**src/rtl/rstc_pkg.sv**
```systemverilog
package rstc_pkg;
  // request vector positions after synchronisation
  localparam int REQ_SW   = 0;
  localparam int REQ_SBY  = 1;
  localparam int REQ_STP  = 2;
  localparam int REQ_OBL  = 3;
  localparam int REQ_POR  = 4;
  localparam int REQ_SEX  = 5;
  localparam int REQ_BKP  = 6;
  localparam int REQ_VDD  = 7;
  localparam int REQ_VBAT = 8;
  localparam int NREQ     = 9;

  // sticky cause flag positions
  localparam int CF_SW  = 0;
  localparam int CF_SBY = 1;
  localparam int CF_STP = 2;
  localparam int CF_OBL = 3;
  localparam int CF_PWR = 4;
  localparam int CF_BKP = 5;
  localparam int NCF    = 6;

  // reset output lanes
  localparam int LN_SYS = 0;
  localparam int LN_PWR = 1;
  localparam int LN_BKP = 2;
  localparam int NLANE  = 3;
endpackage

```
**src/rtl/rstc_sync.sv**
```systemverilog
module rstc_sync #(
  parameter int W = 1,
  parameter int STAGES = 2,
  parameter logic [W-1:0] RST_VAL = '0
) (
  input  logic         clk,
  input  logic         rst,
  input  logic [W-1:0] din,
  output logic [W-1:0] dout
);
  logic [W-1:0] chain [STAGES];

  for (genvar i = 0; i < STAGES; i++) begin : g_stage
    always_ff @(posedge clk) begin
      if (rst) chain[i] <= RST_VAL;
      else if (i == 0) chain[i] <= din;
      else chain[i] <= chain[(i == 0) ? 0 : i-1];
    end
  end

  assign dout = chain[STAGES-1];
endmodule

```
**src/rtl/rstc_stretch.sv**
```systemverilog
module rstc_stretch #(
  parameter int MIN_WIDTH = 16
) (
  input  logic clk,
  input  logic rst,
  input  logic trig,
  output logic rst_out
);
  localparam int CW = $clog2(MIN_WIDTH + 1);
  localparam logic [CW-1:0] LOAD = CW'(MIN_WIDTH);
  localparam logic [CW-1:0] ONE  = CW'(1);

  logic [CW-1:0] cnt;

  always_ff @(posedge clk) begin
    if (rst) begin
      cnt     <= '0;
      rst_out <= 1'b0;
    end else if (trig) begin
      cnt     <= LOAD;
      rst_out <= 1'b1;
    end else if (cnt > ONE) begin
      cnt     <= cnt - ONE;
      rst_out <= 1'b1;
    end else begin
      cnt     <= '0;
      rst_out <= 1'b0;
    end
  end
endmodule

```
**src/rtl/rst_ctrl.sv**
```systemverilog
module rst_ctrl
  import rstc_pkg::*;
#(
  parameter int SYNC_STAGES = 2,
  parameter int MIN_WIDTH   = 16
) (
  input  logic           clk,
  input  logic           rst,
  input  logic           sw_rst_req,
  input  logic           stdby_enter,
  input  logic           stop_enter,
  input  logic           opt_stdby_keep,
  input  logic           opt_stop_keep,
  input  logic           obl_force,
  input  logic           por_evt,
  input  logic           stdby_exit,
  input  logic           bkp_sw_rst,
  input  logic           vdd_on,
  input  logic           vbat_on,
  input  logic           clr_flags,
  output logic           sys_rst,
  output logic           pwr_rst,
  output logic           bkp_rst,
  output logic           stdby_go,
  output logic           stop_go,
  output logic [NCF-1:0] cause_flags
);
  // supplies read as present while the controller itself is initialised
  localparam logic [NREQ-1:0] SYNC_INIT = NREQ'((1 << REQ_VDD) | (1 << REQ_VBAT));

  logic [NREQ-1:0] req_raw, req_s;
  logic            both_off;
  logic            t_sw, t_sby, t_stp, t_obl, t_pwr, t_bkp;
  logic [NLANE-1:0] lane_trig, lane_out;
  logic [NCF-1:0]  cause_set;

  assign req_raw[REQ_SW]   = sw_rst_req;
  assign req_raw[REQ_SBY]  = stdby_enter;
  assign req_raw[REQ_STP]  = stop_enter;
  assign req_raw[REQ_OBL]  = obl_force;
  assign req_raw[REQ_POR]  = por_evt;
  assign req_raw[REQ_SEX]  = stdby_exit;
  assign req_raw[REQ_BKP]  = bkp_sw_rst;
  assign req_raw[REQ_VDD]  = vdd_on;
  assign req_raw[REQ_VBAT] = vbat_on;

  rstc_sync #(.W(NREQ), .STAGES(SYNC_STAGES), .RST_VAL(SYNC_INIT)) u_sync (
    .clk(clk), .rst(rst), .din(req_raw), .dout(req_s)
  );

  // remembers that both rails were gone at once
  always_ff @(posedge clk) begin
    if (rst) both_off <= 1'b0;
    else     both_off <= ~req_s[REQ_VDD] & ~req_s[REQ_VBAT];
  end

  always_comb begin
    t_sw  = req_s[REQ_SW];
    t_sby = req_s[REQ_SBY] & ~opt_stdby_keep;
    t_stp = req_s[REQ_STP] & ~opt_stop_keep;
    t_obl = req_s[REQ_OBL];
    t_pwr = req_s[REQ_POR] | req_s[REQ_SEX];
    t_bkp = req_s[REQ_BKP] | (both_off & (req_s[REQ_VDD] | req_s[REQ_VBAT]));

    lane_trig[LN_SYS] = t_sw | t_sby | t_stp | t_obl | t_pwr;
    lane_trig[LN_PWR] = t_pwr;
    lane_trig[LN_BKP] = t_bkp;

    cause_set         = '0;
    cause_set[CF_SW]  = t_sw;
    cause_set[CF_SBY] = t_sby;
    cause_set[CF_STP] = t_stp;
    cause_set[CF_OBL] = t_obl;
    cause_set[CF_PWR] = t_pwr;
    cause_set[CF_BKP] = t_bkp;
  end

  for (genvar l = 0; l < NLANE; l++) begin : g_lane
    rstc_stretch #(.MIN_WIDTH(MIN_WIDTH)) u_str (
      .clk(clk), .rst(rst), .trig(lane_trig[l]), .rst_out(lane_out[l])
    );
  end

  assign sys_rst = lane_out[LN_SYS];
  assign pwr_rst = lane_out[LN_PWR];
  assign bkp_rst = lane_out[LN_BKP];

  always_ff @(posedge clk) begin
    if (rst) begin
      stdby_go    <= 1'b0;
      stop_go     <= 1'b0;
      cause_flags <= '0;
    end else begin
      stdby_go    <= req_s[REQ_SBY] & opt_stdby_keep;
      stop_go     <= req_s[REQ_STP] & opt_stop_keep;
      cause_flags <= (clr_flags ? '0 : cause_flags) | cause_set;
    end
  end
endmodule

```
**config.mk**
```make
export PLATFORM = sky130hd
export DESIGN_NAME = rst_ctrl
export DESIGN_NICKNAME = d
export VERILOG_FILES = /design/src/rtl/rstc_pkg.sv /design/src/rtl/rstc_sync.sv /design/src/rtl/rstc_stretch.sv /design/src/rtl/rst_ctrl.sv
export SDC_FILE = /design/constraint.sdc
export NUM_CORES = 1
export LEC_CHECK = 0
export ABC_AREA = 1
export BUFFER_PORTS_ARGS = -buffer_cell sky130_fd_sc_hd__buf_2
export CAP_MARGIN = 25
export CORE_AREA = 2 2 99 77
export CTS_BUF_LIST = sky130_fd_sc_hd__clkbuf_8
export DETAILED_ROUTE_END_ITERATION = 12
export DIE_AREA = 0 0 101 79
export PLACE_DENSITY_LB_ADDON = 0.3
export SYNTH_ARGS = -nofsm -noshare
export SYNTH_HDL_FRONTEND = slang
export SYNTH_HIERARCHICAL = 1
export SYNTH_SLANG_ARGS = --single-unit
```
**constraint.sdc**
```tcl
create_clock -name clk -period 1 [get_ports clk]
set_input_delay 0.2 -clock clk [delete_from_list [all_inputs] [get_ports clk]]
set_output_delay 0.2 -clock clk [all_outputs]
set_load 0.005 [all_outputs]
```
==> impl_results.md, run 1 <==
* DRC at 0
* CP Class: reg -> reg
* Initial Utilization at 23.9%
* Area share of the largest cell type after synthesis at 53.1%
* Ports at 25
* Syn Area/Cell at 7.90 sq um
* Area growth syn-to-layout at 41.3%
* Final worst setup slack at -20.9 ps
* Outcome: complete, but fails checks
* Crit path max-delay family: flip-flops
* # H-tree levels at 2
* Fin Setup TNS at -38.1 ps
* I/O Buffers at 24
* Proportion of synthesized area in mux cells at 0%
* Simple-gate share of the synthesized area at 27.0%
* First-pass GRT wire length at 5460 um
* CTS buffer count at 5
* Vias per cell at 3.84
* VDD IR-drop max at 0.000873 V
* CP cell instances: inv_4 > ha_4 > inv_4 > nor2_4 > buf_4 > nor2_4 > nor2_2
* TritonRoute pass-1 iters at 4
* CTS tree: built
* Max stage delay on crit path at 380 ps
* Ys flop type: dfxtp_1
* Fin. Hold Viols at 0
* XOR/XNOR share of the synthesized area at 1.55%
* Post-synth top cells: nor2_1 (53), dfxtp_1 (45), inv_1 (43)
* Clock root cell: clkbuf_8
* Fin. max-slew vios at 0
* Initial antenna violation count at 0
* Hold crit path type: in -> reg
* Nets@finish at 282
* Net Count, Synth at 235
* Vias in the first global route at 1254
* R2R Setup Slk at -20 ps
* Period utilisation layout at 102%
* Ratio of cells with drive above 1 in the final layout at 47.9%
* Die height at 79 um
* Max Root-Sink Buffers at 2
* Final Critical Period at 1020 ps
* Drt first-iter violations at 27
* Total number of vias at 1345
* Inserted Diodes at 0
* Post-Route WL at 3160 um
* WHS at 74.8 ps
* Number of flops mapped to enable cells by yosys at 0
* Die W at 101 um
* Top-count cell post-synth: nor2_1
* Pwr dens at 2630 mW/mm^2
* Worst Max-Slew Pin Slew at 352 ps
* Async SR Flop Fraction at 0%
* Crit path buf inv count at 3
* Synth top area cells: dfxtp_1 (53%), nor2_1 (12%), inv_1 (9.5%)
* Critical path arrival at 1220 ps
* Max FO, Critical Path at 3
* Leak at 1.17 nW
* Adder-cell share of the synthesized area at 4.42%
* Req. time, crit path at 1200 ps
* Startpoint types: flop
* Clock skew at 7.29 ps
* Fin cells at 350
* Hold Buf Count CTS at 0
* Final GP Congestion at 0.770
* Synth warn at 6
* Worst relative slew slack at 76.5%
* Grt ovf at 0
* Crit path from: g_lane[0].u_str/cnt[0]
* Post-synth cell types at 17
* Post-synthesis sequential area ratio at 53.1%
* Antenna-violating nets left at 0
* CTS sink count at 45
* Std-Cell Rows at 27
* Placed cells at 339
* Cell taking the most area after synthesis: dfxtp_1
* Min-Delay Path Depth at 3
* Largest net degree at the start of global routing at 16
* Critical Path Sink Type: flop
* Fin util at 33.8%
* Reg clk slew, reported paths at 90 ps
* Core ar. at 0.00709 sq mm
* Post-DR wirelength/cell at 9.04 um
* GRT Overall Usage at 8.93%
* Main combinational cell family by area after synthesis: simple AND/OR/NAND/NOR gates
* Yosys reg bits at 45
* FILL cells at 762
* Fmax at 980 MHz
* Hold Path Sink: u_sync/chain[0][7]
* Clk_lat worst skew at 300 ps
* Worst reg2reg path startpoint: g_lane[0].u_str/cnt[0]
* HPWL after DPL at 2300 um
* Final setup violation count at 3
* Critical path's slowest cell: dfxtp_4
* Failing checks: negative setup slack
* Reg2reg path depth at 7
* R2r endpoint: g_lane[0].u_str/cnt[2]
* Syn Std Cell Area at 0.00170 sq mm
* Synth Instances at 215
* DIE AREA at 0.00798 sq mm
* Worst hold start: vdd_on
* Max Cap Viol at 0
* Synth Area in Compound Gates at 3.10%
* Unrepaired setup endpoints after global routing: true
* Post-place setup slack at -71.2 ps
-- worst max path at each step --
stage                                  end  slack [ps]  cells after the start
floorplan           g_lane[0].u_str/cnt[4]          20                      8
global placement    g_lane[2].u_str/cnt[4]         -60                      8
detailed placement  g_lane[1].u_str/cnt[3]         -70                      6
CTS                 g_lane[2].u_str/cnt[1]         -10                      7
global route        g_lane[2].u_str/cnt[4]        -100                      8
finish              g_lane[0].u_str/cnt[2]         -20                      7
-- flip-flops by register name, indices dropped and copies added (netlist names) --
signal                cells
g_lane.u_str/rst_out      3
both_off                  1
cause_flags               6
stop_go                   1
g_lane.u_str/cnt         15
u_sync/chain             18
stdby_go                  1
-- kinds of logic after synthesis --
family          Yosys count
fa+ha+maj                 6
xor+xnor                  3
simple gates            106
buf+inv                  46
compound gates            9
flops                    45
-- where the power goes --
| part | switching (W) | leakage, nW | internal [W] |
|---|---|---|---|
| Clock | 0.000644 | 0.0543 | 0.000748 |
| Combinational | 0.00140 | 0.739 | 0.00116 |
| Sequential | 0.000240 | 0.377 | 0.00213 |
| Total | 0.00229 | 1.17 | 0.00403 |
-- placed cells by master (no fill, tap or decap), drive strengths merged --
master and count:
a31oi 3, dfxtp 45, clkbuf 5, ha 6, bufinv 1, o21ai 1
inv 44, a21oi 5, xor2 3, nand2 41, nor3 1, clkinv 1
nand4 1, clkinvlp 1, nor2 59, nand3 4, buf 42
-- worst min-delay path, stage by stage --
cell     delay (ps)
buf_2            70
inv_1            30
nand2_1          50
-- final cells by class --
| class | instances | area [sq um] | area share [%] |
|---|---|---|---|
| clock inverters | 3 | 46.3 | 1.93 |
| repair buffers | 42 | 272 | 11.3 |
| well taps | 87 | 109 | 4.54 |
| clock buffers | 5 | 68.8 | 2.87 |
| multi-input cells | 124 | 810 | 33.7 |
| flip-flops and latches | 45 | 925 | 38.5 |
| inverters | 44 | 170 | 7.09 |
-- what timing repair did --
item	in CTS	in global routing
hold endpoints to repair	0	0
setup buffers	2	1
resized for setup	35	36
pin swaps	15	21
setup endpoints to repair	15	19
-- metrics by stage --
| stage | total power, W | instance area (sq um) |
|---|---|---|
| finish | 0.00632 | 2400 |
| global route | 0.00683 | 2400 |
| CTS | 0.00596 | 2260 |
| detailed placement | 0.00416 | 2040 |
| global placement | 0.00414 | 2040 |
| floorplan | 0.00368 | 1710 |
-- routing by layer --
| layer | routed length (um) | track usage, % |
|---|---|---|
| met1 | 1540 | 11.2 |
| met2 | 1440 | 13.3 |
| met3 | 123 | 3.17 |
| met4 | 65 | 4.86 |
| met5 | 0 | 0 |
No activity file was read; power rests on OpenSTA's default activity.
==> inputs of run 2 (changes only) <==
--- a/config.mk
+++ b/config.mk
@@ -8,11 +8,12 @@
 export ABC_AREA = 1
 export BUFFER_PORTS_ARGS = -buffer_cell sky130_fd_sc_hd__buf_2
 export CAP_MARGIN = 25
-export CORE_AREA = 2 2 99 77
+export CORE_AREA = 2 2 69 55
 export CTS_BUF_LIST = sky130_fd_sc_hd__clkbuf_8
 export DETAILED_ROUTE_END_ITERATION = 12
-export DIE_AREA = 0 0 101 79
-export PLACE_DENSITY_LB_ADDON = 0.3
+export DIE_AREA = 0 0 71 57
+export PLACE_DENSITY = 0.75
+export SLEW_MARGIN = 20
 export SYNTH_ARGS = -nofsm -noshare
 export SYNTH_HDL_FRONTEND = slang
 export SYNTH_HIERARCHICAL = 1
==> run 2 against run 1 <==
Against the previous run: the run still ends with negative setup slack left; highest routed layer unchanged; clock skew increased by 3.1 ps; critical path type unchanged; sequential cell count stayed put; die area fell by 49%; first-iteration DRC count did not move; combinational power grew 3%; via count down 1.9%; hold slack got worse by 7.7 ps; core utilization is 32 points higher; power grew 1.9%.
==> impl_results.md, run 2 (synthesis gave the netlist of run 1 again) <==
* Outcome: complete, but fails checks
* Failing checks: negative setup slack
* Hold Buf Count CTS at 0
* Die height at 57 um
* I/O Buffers at 24
* Initial antenna violation count at 0
* Fin. Hold Viols at 0
* Final Power at 0.00644 W
* FILL cells at 292
* Nets@finish at 274
* Clk_lat worst skew at 300 ps
* CTS buffer count at 5
* Post-place instance area at 0.00193 sq mm
* Period utilisation layout at 107%
* Max FO, Critical Path at 3
* Worst relative slew slack at 78.6%
* Final GP Congestion at 0.724
* Commonest non-fill, non-tap cell in the layout: nor2_1
* VDD IR-drop max at 0.00140 V
* Startpoint types: flop
* Critical path arrival at 1320 ps
* Die W at 71 um
* Area growth syn-to-layout at 34.6%
* HPWL after DPL at 1980 um
* Core ar. at 0.00345 sq mm
* Hold crit path type: in -> reg
* Largest register by flop count: u_sync/chain
* CP Class: reg -> reg
* Biggest regs: u_sync/chain: 18 flops, g_lane.u_str/cnt: 15 flops, cause_flags: 6 flops
* Vias per cell at 4.44
* Clock skew at 10.4 ps
* Inserted Diodes at 0
* CTS sink count at 45
* Total number of vias at 1320
* Final Critical Period at 1070 ps
* Area of the multi-input gates at 828 sq um
* Drt first-iter violations at 27
* Vias in the first global route at 1232
* Cell area after layout at 0.00229 sq mm
* Pwr dens at 2820 mW/mm^2
* Largest register FFs at 18
* Most frequent cells in the layout: nor2_1 (37), inv_1 (34), dfxtp_1 (33)
* Ports at 25
* TritonRoute pass-1 iters at 4
* Fin. max-slew vios at 0
* Post-DR wirelength/cell at 10.6 um
* Worst Max-Slew Pin Slew at 321 ps
* Antenna-violating nets left at 0
* Sequential cell area at 916 sq um
* Reg clk slew, reported paths at 90 ps
* GRT Overall Usage at 15.8%
* Leak at 1.15 nW
* DIE AREA at 0.00405 sq mm
* Clock root cell: clkbuf_8
* Std-Cell Rows at 19
* DRC at 0
* Ratio of cells with drive above 1 in the final layout at 43.9%
* Critical Path Sink Type: flop
* Max Root-Sink Buffers at 2
* Final worst setup slack at -73.7 ps
* First-pass GRT wire length at 4950 um
* Grt ovf at 0
* Fmax at 931 MHz
* Max Cap Viol at 0
* Req. time, crit path at 1240 ps
* Final setup violation count at 7
* Post-Route WL at 3150 um
* # H-tree levels at 2
* CTS tree: built
* Largest net degree at the start of global routing at 17
* Unrepaired setup endpoints after global routing: true
* Initial Utilization at 49.3%
[run 2: cell count changes in the layout (fill, tap and decap cells not counted), moves of 2 or more]
cell / change
buf_4: -8
dfxtp_1: +5
dfxtp_2: -4
inv_6: +2
nand2_2: -4
nand2_4: +4
nor2_2: +3
nor2_4: -2
[run 2: final cells by class]
cell class	instances	share of cell area (%)
Timing Repair Buffer	34	8.87
Sequential cell	45	40.1
Multi-Input combinational cell	124	36.2
Clock buffer	5	3.01
Inverter	44	7.44
Tap cell	42	2.30
Clock inverter	3	2.08
[run 2: worst max-delay path, cell delays in order (launching register included)]
cell,delay (ps)
dfxtp_2,350
inv_2,80
ha_4,140
inv_2,40
nor2_4,80
nand2_1,70
nor2_1,140
nor2_1,50
nor2_1,70
[run 2: per-layer routing]
metal	vias to the layer above	track usage, %	part of all wire (%)
met2	21	26.7	51
li1	706	-	-
met3	5	6.54	3.8
met4	0	6.47	1.2
met5	-	0	0
met1	588	17.7	44
[run 2: repair_timing]
| action | in CTS | in global routing |
|---|---|---|
| pin swaps | 10 | 11 |
| endpoints found under the setup margin | 13 | 21 |
| resized for setup | 23 | 45 |
| gates cloned | 0 | 0 |
| setup buffers | 0 | 1 |
[run 2: final timing paths]
| kind | slack (ps) | depth (start not counted) | start | endpoint |
|---|---|---|---|---|
| max | -70 | 8 | g_lane[2].u_str/cnt[0] | g_lane[2].u_str/cnt[4] |
| min | 70 | 3 | vdd_on | u_sync/chain[0][7] |
| min reg2reg | 400 | 2 | u_sync/chain[0][0] | u_sync/chain[1][0] |
| max reg2reg | -70 | 8 | g_lane[2].u_str/cnt[0] | g_lane[2].u_str/cnt[4] |
[run 2: report_power, final]
part           total [W]  internal [W]  switching [W]
logic            0.00263       0.00115        0.00148
registers        0.00239       0.00212       0.000268
clock network    0.00141      0.000762       0.000653
[run 2: through the flow]
step / utilization, % / hold slack [ps] / cells / setup TNS (ps) / worst slack (ps)
6_report: 66.3 / 67.2 / 297 / -160 / -73.7
5_1_grt: 66.3 / 73.4 / 297 / -817 / -108
4_1_cts: 61.2 / 63.0 / 296 / -58.9 / -12.9
3_5_place_dp: 55.9 / 386 / 288 / -292 / -78.6
3_3_place_gp: 55.9 / 381 / 288 / -109 / -35.1
2_1_floorplan: - / 269 / 215 / 0 / 15.8
==> inputs of run 3 (changes only) <==
--- a/config.mk
+++ b/config.mk
@@ -8,11 +8,10 @@
 export ABC_AREA = 1
 export BUFFER_PORTS_ARGS = -buffer_cell sky130_fd_sc_hd__buf_2
 export CAP_MARGIN = 25
-export CORE_AREA = 2 2 69 55
-export CTS_BUF_LIST = sky130_fd_sc_hd__clkbuf_8
+export CORE_AREA = 4 4 73 58
 export DETAILED_ROUTE_END_ITERATION = 12
-export DIE_AREA = 0 0 71 57
-export PLACE_DENSITY = 0.75
+export DIE_AREA = 0 0 77 62
+export PLACE_DENSITY = 0.72
 export SLEW_MARGIN = 20
 export SYNTH_ARGS = -nofsm -noshare
 export SYNTH_HDL_FRONTEND = slang
==> run 3 against run 2 <==
Against the previous run: the run still ends with negative setup slack left; core utilization fell by 4.5 points; critical endpoint is now g_lane[1].u_str/cnt[4]; fmax rose by 0.59%; global-route usage fell by 2.0 points; clock skew fell by 4.7 ps; critical path depth fell by 1; die area rose by 18%.
==> impl_results.md, run 3 (synthesis gave the netlist of run 1 again) <==
* Leak at 1.13 nW
* Final Critical Period at 1070 ps
* VDD IR-drop max at 0.00141 V
* Final GP Congestion at 0.782
* Largest net degree at the start of global routing at 16
* Post-place setup slack at -97.9 ps
* Largest register FFs at 18
* Vias per cell at 4.29
* DRC at 0
* GRT Overall Usage at 13.7%
* Fin. Hold Viols at 0
* Critical path's slowest cell: dfxtp_2
* Metal3 WL at 164 um
* Biggest regs: u_sync/chain: 18 flops, g_lane.u_str/cnt: 15 flops, cause_flags: 6 flops
* First-pass GRT wire length at 5000 um
* Area growth syn-to-layout at 29.0%
* Fmax at 937 MHz
* Fin Setup TNS at -269 ps
* Drt first-iter violations at 30
* Metal-1 WL at 1390 um
* Total number of vias at 1284
* Largest register by flop count: u_sync/chain
* Most used cell, CP: nor2_1
* Initial antenna violation count at 0
* Nets@finish at 276
* CP Class: reg -> reg
* Ports at 25
* Max Root-Sink Buffers at 2
* Max layer used: met4
* Pwr dens at 2690 mW/mm^2
* Critical path arrival at 1310 ps
* Final setup violation count at 8
* Clock root cell: clkbuf_8
* Max FO, Critical Path at 3
* Critical Path Sink Type: flop
* Fin. max-slew vios at 0
* Startpoint types: flop
* Req. time, crit path at 1240 ps
* Final worst setup slack at -67.4 ps
* TritonRoute pass-1 iters at 4
* Inserted Diodes at 0
* Std-Cell Rows at 19
* Post-DR wirelength/cell at 9.68 um
* Outcome: complete, but fails checks
* Core ar. at 0.00354 sq mm
* Ratio of cells with drive above 1 in the final layout at 40.5%
* Clk_lat worst skew at 300 ps
* Hold crit path type: in -> reg
* Die W at 77 um
* CTS buffer count at 5
* Clock skew at 5.72 ps
* Worst Max-Slew Pin Slew at 273 ps
* Worst relative slew slack at 81.8%
* Initial Utilization at 47.9%
* CP cell instances: buf_4 > ha_4 > nand2_2 > nand2_4 > nor2_2 > nor2_1 > nor2_1
* Post-Route WL at 2890 um
* Hold Buf Count CTS at 0
* Grt ovf at 0
* Period utilisation layout at 107%
* Reg clk slew, reported paths at 90 ps
* HPWL after DPL at 2000 um
* CTS tree: built
* Antenna-violating nets left at 0
* Max stage delay on crit path at 330 ps
* Failing checks: negative setup slack
* CTS sink count at 45
* Max Cap Viol at 0
* Die height at 62 um
* Most frequent cells in the layout: nor2_1 (44), inv_1 (34), dfxtp_1 (33)
* DIE AREA at 0.00477 sq mm
* Vias in the first global route at 1188
* Commonest non-fill, non-tap cell in the layout: nor2_1
* Final Power at 0.00590 W
* Wire length on met2 at 1270 um
* Unrepaired setup endpoints after global routing: true
* # H-tree levels at 2
* I/O Buffers at 24
-- run 3: worst paths after layout --
kind | startpoint | endpoint | slack [ps] | depth (start not counted)
worst max-delay path | g_lane[1].u_str/cnt[0] | g_lane[1].u_str/cnt[4] | -70 | 7
worst min-delay path | vdd_on | u_sync/chain[0][7] | 70 | 3
worst max register to register | g_lane[1].u_str/cnt[0] | g_lane[1].u_str/cnt[4] | -70 | 7
worst min register to register | u_sync/chain[0][5] | u_sync/chain[1][5] | 400 | 2
-- run 3: worst max-delay path: cells and delay by family (launching register included) --
| kind | cells | cell delay (ps) |
|---|---|---|
| DFF | 1 | 330 |
| adders and majority gates | 1 | 150 |
| and+or+nand+nor | 5 | 390 |
| buffers and inverters | 1 | 140 |
-- run 3: where the power goes --
| group | internal [W] | leakage, nW | switching, W |
|---|---|---|---|
| clock | 0.000574 | 0.0518 | 0.000638 |
| sequential | 0.00212 | 0.376 | 0.000228 |
| combinational | 0.00103 | 0.700 | 0.00131 |
| total | 0.00372 | 1.13 | 0.00218 |
-- run 3: layer usage --
| metal | up-vias | global-route usage, % |
|---|---|---|
| met2 | 26 | 22.3 |
| met1 | 542 | 16.5 |
| met4 | 0 | 7.61 |
| li1 | 708 | - |
| met5 | - | 0 |
| met3 | 8 | 4.76 |
-- run 3: layout make-up --
type | instances | area (sq um)
fill | 312 | 1350
sequential | 45 | 916
multi-input combinational | 124 | 743
timing repair buffer | 36 | 210
inverter | 44 | 168
clock buffer | 6 | 82.6
tap | 42 | 52.6
clock inverter | 2 | 17.5
-- run 3: repair_timing --
item                                    in CTS  in global routing
endpoints found under the setup margin      11                 19
gates resized for setup                     16                 29
buffers inserted                             0                  3
pin swaps                                    8                 11
-- run 3: metrics by stage --
stage | hold slack (ps) | std cells | cell area (sq um) | util, %
final | 69.8 | 299 | 2190 | 61.8
after global routing | 72.8 | 299 | 2190 | 61.8
after CTS | 61.2 | 296 | 2070 | 58.5
after detailed placement | 381 | 288 | 1930 | 54.4
after global placement | 378 | 288 | 1930 | 54.4
after floorplan | 269 | 215 | 1710 | -
